`config.mk`:
```
export PLATFORM = sky130hd
export DESIGN_NAME = burst_fill_writer
export DESIGN_NICKNAME = d
export VERILOG_FILES = /design/src/rtl/fill_pkg.sv /design/src/rtl/fill_datapath.sv /design/src/rtl/fill_ctrl.sv /design/src/rtl/burst_fill_writer.sv
export SDC_FILE = /design/constraint.sdc
export NUM_CORES = 1
export LEC_CHECK = 0
export ABC_CLOCK_PERIOD_IN_PS = 5300
export BUFFER_PORTS_ARGS = -buffer_cell sky130_fd_sc_hd__buf_4
export CAP_MARGIN = 30
export CORE_MARGIN = 5
export CORE_UTILIZATION = 50
export DETAILED_ROUTE_END_ITERATION = 7
export PLACE_DENSITY_LB_ADDON = 0.2
export SKIP_LAST_GASP = 1
export SLEW_MARGIN = 0
export SYNTH_ARGS = -nofsm -noshare
export SYNTH_HDL_FRONTEND = slang
export SYNTH_HIERARCHICAL = 1
export SYNTH_SLANG_ARGS = --single-unit
```
`constraint.sdc`:
```
create_clock -name clk -period 5.3 [get_ports clk]
set_clock_uncertainty 0.2 [all_clocks]
set_input_delay 1.06 -clock clk [delete_from_list [all_inputs] [get_ports clk]]
set_output_delay 1.06 -clock clk [all_outputs]
set_load 0.05 [all_outputs]
```
`src/rtl/fill_pkg.sv`:
```
package fill_pkg;

  typedef enum logic [1:0] {
    ST_IDLE,
    ST_ADDR,
    ST_DATA,
    ST_RESP
  } fillState_t;

  // strobes from control to datapath
  typedef struct packed {
    logic load;    // copy base into running address, clear index
    logic awFire;  // address accepted: latch burst beat count
    logic wFire;   // beat accepted: advance index and address
  } fillStrobe_t;

  localparam logic [1:0] BURST_INCR = 2'b01;

endpackage

```
`src/rtl/fill_datapath.sv`:
```
module fill_datapath
  import fill_pkg::*;
#(
  parameter int ADDR_W     = 64,
  parameter int DATA_W     = 32,
  parameter int NUM_ELEM   = 1000,
  parameter int MAX_BURST  = 64,
  parameter int PAGE_BYTES = 4096
) (
  input  logic              clk,
  input  logic              rstN,
  input  fillStrobe_t       strb,
  input  logic              cfgBaseWe,
  input  logic [ADDR_W-1:0] cfgBaseData,
  output logic [ADDR_W-1:0] awAddr,
  output logic [7:0]        awLen,
  output logic [DATA_W-1:0] wData,
  output logic              lastBeat,
  output logic              moreLeft
);

  localparam int BYTES  = DATA_W / 8;
  localparam int SHIFT  = $clog2(BYTES);
  localparam int CNT_W  = $clog2(NUM_ELEM + 1);
  localparam int LEN_W  = $clog2(MAX_BURST + 1);
  localparam int PAGE_W = $clog2(PAGE_BYTES);

  logic [ADDR_W-1:0] baseReg;
  logic [ADDR_W-1:0] curAddr;
  logic [CNT_W-1:0]  elemIdx;
  logic [LEN_W-1:0]  beatCnt;

  logic [31:0] remBeats;
  logic [31:0] pageBeats;
  logic [31:0] pickBeats;

  // burst length: smallest of cap, remaining elements, words to page end
  always_comb begin
    remBeats  = 32'(NUM_ELEM) - 32'(elemIdx);
    pageBeats = (32'(PAGE_BYTES) - 32'(curAddr[PAGE_W-1:0])) >> SHIFT;
    pickBeats = 32'(MAX_BURST);
    if (remBeats < pickBeats)  pickBeats = remBeats;
    if (pageBeats < pickBeats) pickBeats = pageBeats;
  end

  assign awAddr   = curAddr;
  assign awLen    = 8'(pickBeats - 32'd1);
  assign wData    = DATA_W'(elemIdx);
  assign lastBeat = (beatCnt == LEN_W'(1));
  assign moreLeft = (elemIdx != CNT_W'(NUM_ELEM));

  always_ff @(posedge clk) begin
    if (!rstN) begin
      baseReg <= '0;
    end else if (cfgBaseWe) begin
      baseReg <= cfgBaseData;
    end
  end

  always_ff @(posedge clk) begin
    if (!rstN) begin
      curAddr <= '0;
      elemIdx <= '0;
      beatCnt <= '0;
    end else begin
      if (strb.load) begin
        // a same-cycle base write takes effect for this run
        curAddr <= cfgBaseWe ? cfgBaseData : baseReg;
        elemIdx <= '0;
      end
      if (strb.awFire) begin
        beatCnt <= LEN_W'(pickBeats);
      end
      if (strb.wFire) begin
        curAddr <= curAddr + ADDR_W'(BYTES);
        elemIdx <= elemIdx + CNT_W'(1);
        beatCnt <= beatCnt - LEN_W'(1);
      end
    end
  end

endmodule

```
`src/rtl/fill_ctrl.sv`:
```
module fill_ctrl
  import fill_pkg::*;
(
  input  logic        clk,
  input  logic        rstN,
  input  logic        start,
  input  logic        awReady,
  input  logic        wReady,
  input  logic        bValid,
  input  logic        lastBeat,
  input  logic        moreLeft,
  output fillStrobe_t strb,
  output logic        awValid,
  output logic        wValid,
  output logic        bReady,
  output logic        busy,
  output logic        done
);

  fillState_t state, stateNxt;
  logic       doneQ;

  always_comb begin
    stateNxt = state;
    strb     = '0;
    case (state)
      ST_IDLE: begin
        if (start) begin
          strb.load = 1'b1;
          stateNxt  = ST_ADDR;
        end
      end
      ST_ADDR: begin
        if (awReady) begin
          strb.awFire = 1'b1;
          stateNxt    = ST_DATA;
        end
      end
      ST_DATA: begin
        if (wReady) begin
          strb.wFire = 1'b1;
          if (lastBeat) stateNxt = ST_RESP;
        end
      end
      ST_RESP: begin
        if (bValid) stateNxt = moreLeft ? ST_ADDR : ST_IDLE;
      end
      default: stateNxt = ST_IDLE;
    endcase
  end

  always_ff @(posedge clk) begin
    if (!rstN) begin
      state <= ST_IDLE;
      doneQ <= 1'b0;
    end else begin
      state <= stateNxt;
      doneQ <= (state == ST_RESP) && bValid && !moreLeft;
    end
  end

  assign awValid = (state == ST_ADDR);
  assign wValid  = (state == ST_DATA);
  assign bReady  = (state == ST_RESP);
  assign busy    = (state != ST_IDLE);
  assign done    = doneQ;

endmodule

```
`src/rtl/burst_fill_writer.sv`:
```
module burst_fill_writer
  import fill_pkg::*;
#(
  parameter int ADDR_W     = 64,
  parameter int DATA_W     = 32,
  parameter int NUM_ELEM   = 1000,
  parameter int MAX_BURST  = 64,
  parameter int PAGE_BYTES = 4096
) (
  input  logic              clk,
  input  logic              rstN,
  input  logic              cfgBaseWe,
  input  logic [ADDR_W-1:0] cfgBaseData,
  input  logic              start,
  output logic              busy,
  output logic              done,
  output logic [ADDR_W-1:0] awAddr,
  output logic [7:0]        awLen,
  output logic [2:0]        awSize,
  output logic [1:0]        awBurst,
  output logic              awValid,
  input  logic              awReady,
  output logic [DATA_W-1:0] wData,
  output logic [DATA_W/8-1:0] wStrb,
  output logic              wLast,
  output logic              wValid,
  input  logic              wReady,
  input  logic [1:0]        bResp,
  input  logic              bValid,
  output logic              bReady
);

  localparam int BYTES = DATA_W / 8;

  fillStrobe_t strb;
  logic        lastBeat;
  logic        moreLeft;
  logic        unusedResp;

  fill_ctrl uCtrl (
    .clk      (clk),
    .rstN     (rstN),
    .start    (start),
    .awReady  (awReady),
    .wReady   (wReady),
    .bValid   (bValid),
    .lastBeat (lastBeat),
    .moreLeft (moreLeft),
    .strb     (strb),
    .awValid  (awValid),
    .wValid   (wValid),
    .bReady   (bReady),
    .busy     (busy),
    .done     (done)
  );

  fill_datapath #(
    .ADDR_W     (ADDR_W),
    .DATA_W     (DATA_W),
    .NUM_ELEM   (NUM_ELEM),
    .MAX_BURST  (MAX_BURST),
    .PAGE_BYTES (PAGE_BYTES)
  ) uDp (
    .clk         (clk),
    .rstN        (rstN),
    .strb        (strb),
    .cfgBaseWe   (cfgBaseWe),
    .cfgBaseData (cfgBaseData),
    .awAddr      (awAddr),
    .awLen       (awLen),
    .wData       (wData),
    .lastBeat    (lastBeat),
    .moreLeft    (moreLeft)
  );

  assign awSize     = 3'($clog2(BYTES));
  assign awBurst    = BURST_INCR;
  assign wStrb      = '1;
  assign wLast      = lastBeat;
  assign unusedResp = ^bResp;

endmodule

```
### After elaboration in Yosys (flattened, before gate mapping)

Cells that the tools add are included.

* flip-flop bits (word level): 148
* output and inout bits: 119
* word-level logic and storage cells: 54

* add/subtract/negate cells: 6
* $lt $le $gt $ge: 2
* equality and inequality tests: 10
* multiplexer cells: 22
* reduce and logical (&&, ||, !) cells: 8

Operators by type and width (count)
* $mux W64: 3
* $add A64 B3 Y64 const B: 1
* $lt A30 B32 Y1: 1
* $lt A32 B7 Y1 const B: 1
* $mux W32: 1
* $mux W10: 2
* $mux W7: 2
* $sub A13 B12 Y14 const A: 1
* $sub A10 B10 Y11 const A: 1
* $add A10 B1 Y10 const B: 1
* $mux W2: 5
* $ne A10 B10 Y1 const B: 1
* $mux W8: 1
* $pmux W2 S4: 1
* $sub A8 B1 Y8 const B: 1
* $eq A7 B1 Y1 const B: 1
* $mux W1: 7
* $sub A7 B1 Y7 const B: 1
* $ne A2 B2 Y1 const B: 3
* $reduce_bool A2 Y1: 3
* $reduce_and A5 Y1: 1
* $eq A2 B2 Y1 const B: 2
* $ne A2 B1 Y1 const B: 2
* $eq A2 B1 Y1 const B: 1
* other kinds (3): 4

### Depth between registers and ports, before layout

Gate-level depths: netlist of run 1.

* depth in word-level cells: 7
* gate-level depth with buffers: 23
* gate-level depth less buffers: 22

### Hierarchy

The synthesis of run 1 kept the hierarchy.

Modules (own cells, without submodules)
* fill_datapath: times used 1, cells an instance 998, area each 8181.6 µm², seq. area each 2902.8 µm²
* fill_ctrl: times used 1, cells an instance 28, area each 284.0 µm², seq. area each 60.1 µm²
* burst_fill_writer: times used 1, cells an instance 11, area each 75.1 µm², seq. area each 0.0 µm²

### Worst setup path before layout of run 1

No wires, ideal clock.

* path type: reg-to-output
* start: reg uDp.elemIdx[0]
* end: out awLen[4]
* arrival: 5.340 ns
* data required time: 4.040 ns
* path slack: -1.300 ns
* cell stages (with the launch flop): 23
* buffers on the path: 1
* cells stage by stage: dfxtp_1 clkbuf_1 inv_1 ha_1 nor2b_1 o21ai_0 xor2_1 o21ai_1 inv_1 and2_1 inv_1 ha_1 nand4_1 or2_2 or3_1 o2111ai_1 nand4_1 and2_1 ha_1 o31ai_1 nor2_1 xnor2_1 a21oi_1

* word-level cells in the longest chain between the ends: 6

RTL lines
* from (decl): line fill_datapath.sv:30 `logic [CNT_W-1:0] elemIdx;`
* from (signal assigned): line fill_datapath.sv:76 `elemIdx <= elemIdx + CNT_W'(1);`
* $sub A10 B10 Y11 (*): line fill_datapath.sv:39 `remBeats = 32'(NUM_ELEM) - 32'(elemIdx);`
* $lt A32 B7 Y1: line fill_datapath.sv:42 `if (remBeats < pickBeats) pickBeats = remBeats;`
* $mux W32 (*): line fill_datapath.sv:42
* $lt A30 B32 Y1: line fill_datapath.sv:43 `if (pageBeats < pickBeats) pickBeats = pageBeats;`
* $mux W8 (*): line fill_datapath.sv:43
* $sub A8 B1 Y8 (*): line fill_datapath.sv:47 `assign awLen = 8'(pickBeats - 32'd1);`
* to (decl): line burst_fill_writer.sv:18 `output logic [7:0] awLen,`

Every way passes the cells marked *; elsewhere a longest branch is shown, timed or not.

### Worst setup path after layout of run 1

* start: reg uDp.elemIdx[1]
* end: out awLen[6]

The elaborated chain is that of the path after synthesis.

==> metrics, run 1 <==
clock latency on the worst-skew pair=410 ps; status=finished with violations; critical-path cell list=inv_4 > ha_4 > nor2b_4 > o21ai_4 > xor2_2 > o21ai_2 > buf_6 > nor2_4 > inv_1 > ha_1 > nand3_1 > or2_4 > a31o_4 > o21ai_4 > mux2i_4 > ha_4 > nand2b_4 > nor2_2 > xnor2_2 > mux2i_4 > buf_6; Slew HR=38.0%; GRT overflow=0; dpl ws=between 40 and 50 ps; Post-synth EDFFs=0; CORE AREA=16,600 sq um; fraction of registers with async set/reset=0%; Seq cells post-synth=148; final hold violation count=0; CP peak stage delay=400 ps; MaxCap Viol Count=0; critical-path maximum fanout=5; clock-pin slew on the worst setup and hold paths=60 ps; Max rail drop VDD=879 uV; drt drc=0; crit path kind=flop to output port; TritonCTS clock tree=built; predominant post-synthesis flop cell=dfxtp_1; Die H=141 microns; type of the worst min-delay path=flop to flop; hpwl dp=16,800 microns; Buffers on Ports=158; ANT cells=0; count of different cell masters after synthesis=between 80 and 90; final-report max-slew violation count=0; cells after synthesis=1,037; Clock Tree Root=clkbuf_16; Worst EP required=4040 ps; Leakage=approximately 0.0046 uW; Antenna Nets Post-Route=0; initial antenna violation count=0; Final nets=approximately 1,300; clock power share=a little under a fifth; Initial DRT Pass Iterations=5; CP arrival=4270 ps; DRT Wirelength=around 25,000 microns; achievable frequency=181 MHz; Die Footprint=19,800 sq um; via count=8,131; cts hold-fix bufs=0; total CTS buffers=17; post-route minimum period=5530 ps; Initial Util=51.3%; CP delay by family, top=simple AND/OR/NAND/NOR gates; Final Util=about two thirds; pin slew with the least headroom to its limit=930 ps; Layout area overhead=30.0%; I/O pin count=192; synthesized area per cell=8.24 sq um; fin worst setup slack=-232 ps; Cell Rows=47; Cell Int Power=3620 uW; Final setup viols=4; Sink Count=~150; Seq/Total Area, Yosys=34.7%; Worst Path Buf+Inv=4; setup_tns=-524 ps; crit end category=output port; depth of the CTS H-tree=4; die width=141 microns; fillers=1,395; per-cell routed wire length=about 17 microns; layout cells sized above 1=between 20 and 30%; PwrDens=598 nW/um^2; Critical-path top delay cell=dfxtp_4; Longest Clk Path Bufs=2; GP Congestion=0.872; Mapped Area=approximately 8500 sq um; fin crit share=104%; failing checks=negative setup slack; number of global-route vias before repair=7,800; vias per cell=5.65; R2R Setup Slk=roughly 1500 ps; combinational share of power=roughly 58%; Setup crit start kind=flop; DRT iter0 DRCs=473; Ys Warns=6; first-pass GRT wire length=between 30,000 and 40,000 microns; GRT Overall Usage=23.8%; share of power burned in registers=22.7%; largest net degree at the start of global routing=55; Sw Pwr=3010 uW; RSZ-0062 raised after global routing=yes; Switching Share=45.4%
[area by class of cell]
| class | count | area (sq um) | area share, % |
|---|---|---|---|
| multi-input cells | 788 | 5390 | 48.5 |
| flip-flops and latches | 148 | 2980 | 26.9 |
| repair buffers | 219 | 1710 | 15.4 |
| clock buffers | 24 | 502 | 4.52 |
| well taps | 220 | 275 | 2.48 |
| inverters | 32 | 126 | 1.14 |
| clock inverters | 7 | 120 | 1.08 |
[what timing repair did]
item                                    CTS  global route
buffers inserted                         14            15
endpoints found under the setup margin    5             5
pin swaps                                21            10
resized for setup                        33            26
[power groups by stage]
stage / Clock (uW) / Combinational (uW) / Sequential [uW]
after CTS: 1280 / 3550 / 1500
after floorplan: 0 / 2090 / 1870
final: 1260 / 3870 / 1510
after detailed placement: 0 / 3340 / 1520
after global routing: 1340 / 4100 / 1540
after global placement: 0 / 3260 / 1520
[synthesized netlist by cell type, types with 6 or more instances]
| cell | instances | area (sq um) |
|---|---|---|
| xnor2_1 | 23 | 201 |
| xor2_1 | 12 | 105 |
| and2_1 | 7 | 43.8 |
| nor3_1 | 19 | 95.1 |
| inv_1 | 31 | 116 |
| a211oi_1 | 20 | 150 |
| dfxtp_1 | 148 | 2960 |
| a21o_1 | 7 | 52.6 |
| mux2i_1 | 82 | 821 |
| or3_1 | 7 | 43.8 |
| nand4_1 | 24 | 150 |
| buf_4 | 36 | 270 |
| nand3_1 | 35 | 175 |
| buf_2 | 8 | 40.0 |
| nand2_1 | 63 | 236 |
| o21ai_0 | 33 | 165 |
| nand2b_1 | 6 | 37.5 |
| nor3_2 | 7 | 70.1 |
| o21a_1 | 13 | 97.6 |
| a21oi_1 | 62 | 310 |
| nor2_1 | 166 | 623 |
| o211ai_1 | 11 | 82.6 |
| a31oi_1 | 12 | 75.1 |
| nor4_1 | 11 | 68.8 |
| ha_1 | 21 | 263 |
| and3_1 | 14 | 87.6 |
| clkbuf_1 | 49 | 184 |
[registers in the layout (all words and copies together), names as in the netlist]
register and flops:
uDp/awAddr 64, uDp/beatCnt 7, uCtrl/state 2, uDp/baseReg 64
uDp/elemIdx 10, uCtrl/done 1
[per-stage QoR]
stage,hold WS [ps],power [uW],cells,area (sq um)
floorplan,248,3970,1067,8750
CTS,291,6330,1424,10800
global route,314,6970,1438,11100
finish,284,6640,1438,11100
detailed placement,276,4860,1379,9970
global placement,266,4780,1377,9920
[layer usage]
metal | share of wire (%) | routed length [microns] | GRT usage (%) | up-vias
met5 | 0 | 0 | 0 | -
met4 | 1.6 | 398 | 7.09 | 0
met3 | 7.0 | 1750 | 5.38 | 29
met2 | 51 | 12600 | 41.1 | 278
met1 | 41 | 10200 | 29.6 | 3864
li1 | - | - | - | 3960
[worst reg2reg max path, delay by kind of cell (launching register included)]
kind / cells / cell delay (ps)
flops: 1 / 420
compound gates: 7 / 1420
fa+ha+maj: 1 / 300
mux: 1 / 210
simple gates: 2 / 460
buf+inv: 5 / 710
[cells by family after synthesis]
group | share of synthesized area [%]
other | 0.176
and+or+nand+nor | 24.6
DFF | 34.7
muxes | 9.87
buffers and inverters | 7.56
xor gates and xnor gates | 3.78
AOI/OAI and AO/OA | 16.2
adders and majority gates | 3.08
[worst paths after layout]
path / start / end / cells past startpoint
worst min register to register: uDp/baseReg[34] / uDp/baseReg[34] / 2
worst max register to register: uDp/elemIdx[4] / uDp/beatCnt[2] / 16
worst max-delay path: uDp/elemIdx[1] / awLen[6] / 21
worst min-delay path: uDp/baseReg[34] / uDp/baseReg[34] / 2
[cell usage in the layout, fill, tap and decap left out, drive strengths merged, types with 13 or more instances in the layout]
cell type / synthesis / layout
a211oi: 20 / 20
a21oi: 62 / 62
and3: 16 / 16
buf: 49 / 219
clkbuf: 50 / 24
conb: 4 / 34
dfxtp: 148 / 148
ha: 21 / 21
inv: 32 / 31
mux2i: 82 / 82
nand2: 64 / 64
nand3: 38 / 38
nand4: 27 / 27
nor2: 167 / 167
nor3: 27 / 27
nor4: 16 / 16
o21a: 13 / 13
o21ai: 37 / 37
xnor2: 24 / 24
Power figures use the tool's default switching activity.
==> inputs of run 2 (changes only) <==
--- a/config.mk
+++ b/config.mk
@@ -12,6 +12,7 @@
 export CORE_UTILIZATION = 50
 export DETAILED_ROUTE_END_ITERATION = 7
 export PLACE_DENSITY_LB_ADDON = 0.2
+export SETUP_SLACK_MARGIN = 0.3
 export SKIP_LAST_GASP = 1
 export SLEW_MARGIN = 0
 export SYNTH_ARGS = -nofsm -noshare
==> metrics, run 2 (synthesis results as in run 1) <==
status=finished with violations; failing checks=negative setup slack; die width=141 microns (unchanged); Worst Path Buf+Inv=4 (unchanged); total CTS buffers=17 (unchanged); DRT Wirelength=24,600 microns (-1.6%); critical-path maximum fanout=6 (+1); Final setup viols=6 (+2); Setup crit start kind=flop; I/O pin count=192 (unchanged); fin worst setup slack=-258 ps (-25.9 ps); Longest Clk Path Bufs=2 (unchanged); PwrDens=607 nW/um^2 (+1.5%); Worst EP required=4040 ps (about the same); total power=6660 uW (+0.30%); type of the worst min-delay path=flop to flop; share of power burned in registers=22.8% (about the same); depth of the CTS H-tree=4 (unchanged); Leakage=0.00453 uW (-1.8%); crit path kind=flop to output port; achievable frequency=180 MHz (-0.47%); number of global-route vias before repair=7,802 (+0.026%); GP Congestion=0.835 (-4.3%); RSZ-0062 raised after global routing=yes; Switching Share=46.0% (+0.56 points); CP arrival=4300 ps (+30 ps); Initial DRT Pass Iterations=5 (unchanged); initial antenna violation count=0 (unchanged); final-report max-slew violation count=0 (unchanged); Slew HR=37.5% (-0.48 points); layout cells sized above 1=27.7% (-0.63 points); largest net degree at the start of global routing=65 (+18%); GRT overflow=0 (unchanged); fillers=1,397 (+0.14%); most frequent cells in the layout=buf_4, nor2_1, dfxtp_1, mux2i_1, nand2_1; Final Util=65.9% (-0.78 points); Sw Pwr=3060 uW (+1.5%); via count=8,146 (+0.18%); pin slew with the least headroom to its limit=933 ps (+2.98 ps); Cell Int Power=3600 uW (-0.72%); dpl ws=44.3 ps (+0.819 ps); CP peak stage delay=420 ps (+20 ps); first-pass GRT wire length=39,100 microns (+0.55%); Layout area overhead=28.5%; Die Footprint=19,800 sq um (unchanged); vias per cell=5.71 (+1.0%); Die H=141 microns (unchanged); combinational share of power=59.0% (+0.7 points); Critical-path top delay cell=dfxtp_4; Final nets=1,287 (-1.0%); clock latency on the worst-skew pair=420 ps (about the same); Buffers on Ports=158 (unchanged); clock-pin slew on the worst setup and hold paths=60 ps (about the same); Sink Count=148 (unchanged); clock power share=18.1% (-0.9 points); CP delay by family, top=compound AO/OA/AOI/OAI gates; commonest non-fill, non-tap cell in the layout=buf_4; per-cell routed wire length=17.2 microns (-0.75%); Clock Tree Root=clkbuf_16; Cell Rows=47 (unchanged); drt drc=0 (unchanged); fin crit share=105% (+0.49 points); Initial Util=51.3% (unchanged); CORE AREA=16,600 sq um (unchanged); MaxCap Viol Count=0 (unchanged); hpwl dp=17,000 microns (+1.3%); crit end category=output port; ANT cells=0 (unchanged); TritonCTS clock tree=built; final hold violation count=0 (unchanged); Max rail drop VDD=1150 uV (+31%); DRT iter0 DRCs=518 (+9.5%); Antenna Nets Post-Route=0 (unchanged); post-route minimum period=5560 ps (+25.9 ps); critical-path cell list=inv_4 > ha_4 > nor2b_4 > o21ai_4 > xor2_2 > o21ai_4 > inv_2 > and2_4 > inv_4 > ha_4 > nand4_1 > or2_4 > a31o_4 > o21ai_4 > mux2i_4 > ha_4 > o31ai_2 > nor2_1 > xnor2_1 > a21oi_4 > buf_6; GRT Overall Usage=24.0% (+0.19 points)
[run 2: cell types whose count changed in the layout (fill, tap and decap cells not counted), sizes merged]
cell      before  now
bufinv         3    2
inv           31   34
clkbuf        24   20
buf          219  206
clkinv         4    6
clkinvlp       1    2
[run 2: worst paths after layout]
path                                startpoint        endpoint  slack (ps)  cells after the start
worst max register to register  uDp/elemIdx[0]  uDp/beatCnt[5]        1330                     22
worst min register to register  uDp/baseReg[2]  uDp/baseReg[2]         290                      2
worst min-delay path            uDp/baseReg[2]  uDp/baseReg[2]         290                      2
worst max-delay path            uDp/elemIdx[0]        awLen[4]        -260                     21
[run 2: stage by stage]
stage               cell area (sq um)  std cells  TNS, ps  hold WS [ps]
global route                    11000       1426    -1940           306
global placement                 9910       1367        0           266
CTS                             10800       1419     -240           292
floorplan                        8820       1067        0           248
detailed placement               9950       1369        0           277
finish                          11000       1426     -802           287
[run 2: worst min-delay path, cell delays in order (launching register included)]
cell     delay (ps)
dfxtp_1         310
mux2i_1          70
nor2_1           80
[run 2: timing repair]
| action | in CTS | in global routing |
|---|---|---|
| buffers inserted | 18 | 7 |
| pin swaps | 15 | 8 |
| resized for setup | 27 | 23 |
| endpoints found under the setup margin | 7 | 8 |
| hold buffers | 0 | 0 |
[run 2: final cells by class]
type | instances | area (sq um) | share of cell area, %
clock buffers | 20 | 457 | 4.16
flip-flops and latches | 148 | 2990 | 27.2
repair buffers | 206 | 1640 | 15.0
clock inverters | 12 | 128 | 1.16
well taps | 220 | 275 | 2.51
inverters | 32 | 126 | 1.15
multi-input cells | 788 | 5360 | 48.8
[run 2: metal layers]
layer  vias up  track usage [%]  part of all wire (%)  routed length (microns)
met5         -                0                     0                        0
li1       3935                -                     -                        -
met2       281             41.8                    50                    12200
met4         0             6.68                   1.7                      414
met3        38             5.86                   6.6                     1620
met1      3892             29.5                    42                    10300
[run 2: power by group through the flow]
stage               sequential (uW)  combinational, uW  clock [uW]
floorplan                      1870               2140           0
global placement               1530               3270           0
detailed placement             1530               3340           0
CTS                            1510               3740        1230
global route                   1550               4160        1270
finish                         1520               3930        1210
==> inputs of run 3 (changes only) <==
--- a/config.mk
+++ b/config.mk
@@ -8,8 +8,10 @@
 export ABC_CLOCK_PERIOD_IN_PS = 5300
 export BUFFER_PORTS_ARGS = -buffer_cell sky130_fd_sc_hd__buf_4
 export CAP_MARGIN = 30
+export CELL_PAD_IN_SITES_DETAIL_PLACEMENT = 2
+export CELL_PAD_IN_SITES_GLOBAL_PLACEMENT = 2
 export CORE_MARGIN = 5
-export CORE_UTILIZATION = 50
+export CORE_UTILIZATION = 29
 export DETAILED_ROUTE_END_ITERATION = 7
 export PLACE_DENSITY_LB_ADDON = 0.2
 export SETUP_SLACK_MARGIN = 0.3
==> metrics, run 3 (synthesis results as in run 1) <==
status=finished with violations; failing checks=negative setup slack; fin crit share=105% (+0.22 points); FF-to-FF Start=uDp/elemIdx[0]; clock-pin slew on the worst setup and hold paths=70 ps (about the same); worst-case hold path end point=uDp/baseReg[61]; Initial Util=29.6% (-22 points); fin worst setup slack=-270 ps (-11.6 ps); setup_tns=-786 ps (+16.1 ps); MaxCap Viol Count=0 (unchanged); hold path cells=2 (unchanged); via count=8,293 (+1.8%); I/O pin count=192 (unchanged); layout cells sized above 1=29.2% (+1.5 points); total CTS buffers=17 (unchanged); Buffers on Ports=158 (unchanged); Sink Count=148 (unchanged); initial antenna violation count=0 (unchanged); commonest non-fill, non-tap cell in the layout=buf_4; DRT iter0 DRCs=276 (-47%); Worst EP required=4040 ps (about the same); PwrDens=602 nW/um^2 (-0.81%); per-cell routed wire length=19.8 microns (+15%); HP Start=uDp/baseReg[61]; R2R Setup Slk=1280 ps (-50 ps); CORE AREA=28,900 sq um (+73%); Antenna Nets Post-Route=0 (unchanged); GRT overflow=0 (unchanged); number of global-route vias before repair=8,789 (+13%); RSZ-0062 raised after global routing=yes; Setup crit start kind=flop; Slew HR=46.2% (+8.7 points); crit end category=output port; Final nets=1,309 (+1.7%); pin slew with the least headroom to its limit=806 ps (-127 ps); clock latency on the worst-skew pair=430 ps (about the same); Final Util=39.1% (-27 points); Leakage=0.00463 uW (+2.3%); type of the worst min-delay path=flop to flop; largest net degree at the start of global routing=70 (+7.7%); GRT Overall Usage=18.2% (-5.7 points); depth of the CTS H-tree=4 (unchanged); WHS=289 ps (+2.09 ps); die width=182 microns (+29%); Cell Rows=62 (+32%); TritonCTS clock tree=built; FF-to-FF End=uDp/beatCnt[2]; Die Footprint=33,000 sq um (+67%); achievable frequency=180 MHz (-0.21%); final-report max-slew violation count=0 (unchanged); total power=6790 uW (+2.0%); CP peak stage delay=410 ps (about the same); ANT cells=0 (unchanged); Max rail drop VDD=423 uV (-63%); DRT Wirelength=31,800 microns (+30%); Final setup viols=5 (-1); CP arrival=4310 ps (about the same); Die H=182 microns (+29%); first-pass GRT wire length=49,000 microns (+25%); Initial DRT Pass Iterations=5 (unchanged); drt drc=0 (unchanged); crit path kind=flop to output port; FF-to-FF path depth=19 (-14%); GP Congestion=0.809 (-3.1%); critical-path maximum fanout=6 (unchanged); most frequent cells in the layout=buf_4, nor2_1, dfxtp_1, mux2i_1, nand2_1; hpwl dp=22,100 microns (+30%); final hold violation count=0 (unchanged); Critical-path top delay cell=dfxtp_4; Longest Clk Path Bufs=2 (unchanged); Layout area overhead=32.1%; post-route minimum period=5570 ps (+11.6 ps); Clock Tree Root=clkbuf_16; vias per cell=5.14 (-9.9%); critical-path cell list=inv_4 > ha_4 > nor2b_4 > o21ai_4 > buf_4 > xnor2_1 > nor3_2 > inv_1 > ha_1 > nand3_1 > or2_4 > a31o_4 > o21ai_4 > mux2i_4 > ha_4 > o31ai_4 > nor2_1 > xnor2_2 > a21oi_4 > buf_6
## run 3: cell types whose count changed in the layout (fill, tap and decap cells not counted), sizes merged
cell	delta
clkbuf	-1
bufinv	-1
buf	+22
clkinv	-3
inv	+5
## run 3: how the worst max path moves through the flow
stage / from / to / slack (ps) / depth (start not counted)
3_5_place_dp: uDp/elemIdx[0] / awLen[4] / -60 / 18
6_report: uDp/elemIdx[0] / awLen[4] / -270 / 20
5_1_grt: uDp/elemIdx[0] / awLen[4] / -500 / 21
3_3_place_gp: uDp/elemIdx[0] / awLen[6] / 90 / 21
4_1_cts: uDp/elemIdx[0] / awLen[4] / -220 / 21
2_1_floorplan: uDp/elemIdx[0] / awLen[4] / 120 / 22
## run 3: stage by stage
| step | std cells | setup slack, ps | area, sq um |
|---|---|---|---|
| after floorplan | 1067 | 119 | 8820 |
| after global placement | 1549 | 94.3 | 10300 |
| after detailed placement | 1549 | -58.6 | 10300 |
| after CTS | 1597 | -217 | 11100 |
| after global routing | 1612 | -498 | 11300 |
| final | 1612 | -270 | 11300 |
## run 3: worst max-delay path, delay by kind of cell, from the launching register on
kind	cells	cell delay, ps
adder cells (fa/ha/maj)	3	730
buffers and inverters	4	440
XOR/XNOR	2	190
AND/OR/NAND/NOR	5	1000
flip-flops	1	410
multiplexers	1	300
AO/OA/AOI/OAI	5	800
## run 3: power breakdown
part | switching [uW] | total (uW) | leakage, uW | internal, uW
Clock | 553 | 1230 | 0.000279 | 676
Combinational | 2460 | 4050 | 0.00313 | 1600
Sequential | 223 | 1510 | 0.00122 | 1290
## run 3: repair_timing
| item | in CTS | in global routing |
|---|---|---|
| hold buffers | 0 | 0 |
| resized for setup | 22 | 19 |
| endpoints found under the setup margin | 8 | 8 |
| pin swaps | 15 | 14 |
| buffers inserted | 16 | 14 |
## run 3: layout make-up
| cell class | instances | area [sq um] |
|---|---|---|
| fill | 3295 | 17600 |
| sequential | 148 | 2980 |
| clock buffer | 19 | 443 |
| inverter | 32 | 125 |
| multi-input combinational | 788 | 5350 |
| timing repair buffer | 228 | 1770 |
| tap | 384 | 480 |
| clock inverter | 13 | 138 |
## run 3: per-layer routing
layer / part of all wire (%) / track usage, % / up-vias
li1: - / - / 3978
met1: 44 / 22.9 / 4160
met2: 51 / 32.6 / 134
met3: 3.9 / 3.70 / 21
met4: 0.92 / 3.33 / 0
met5: 0 / 0 / -
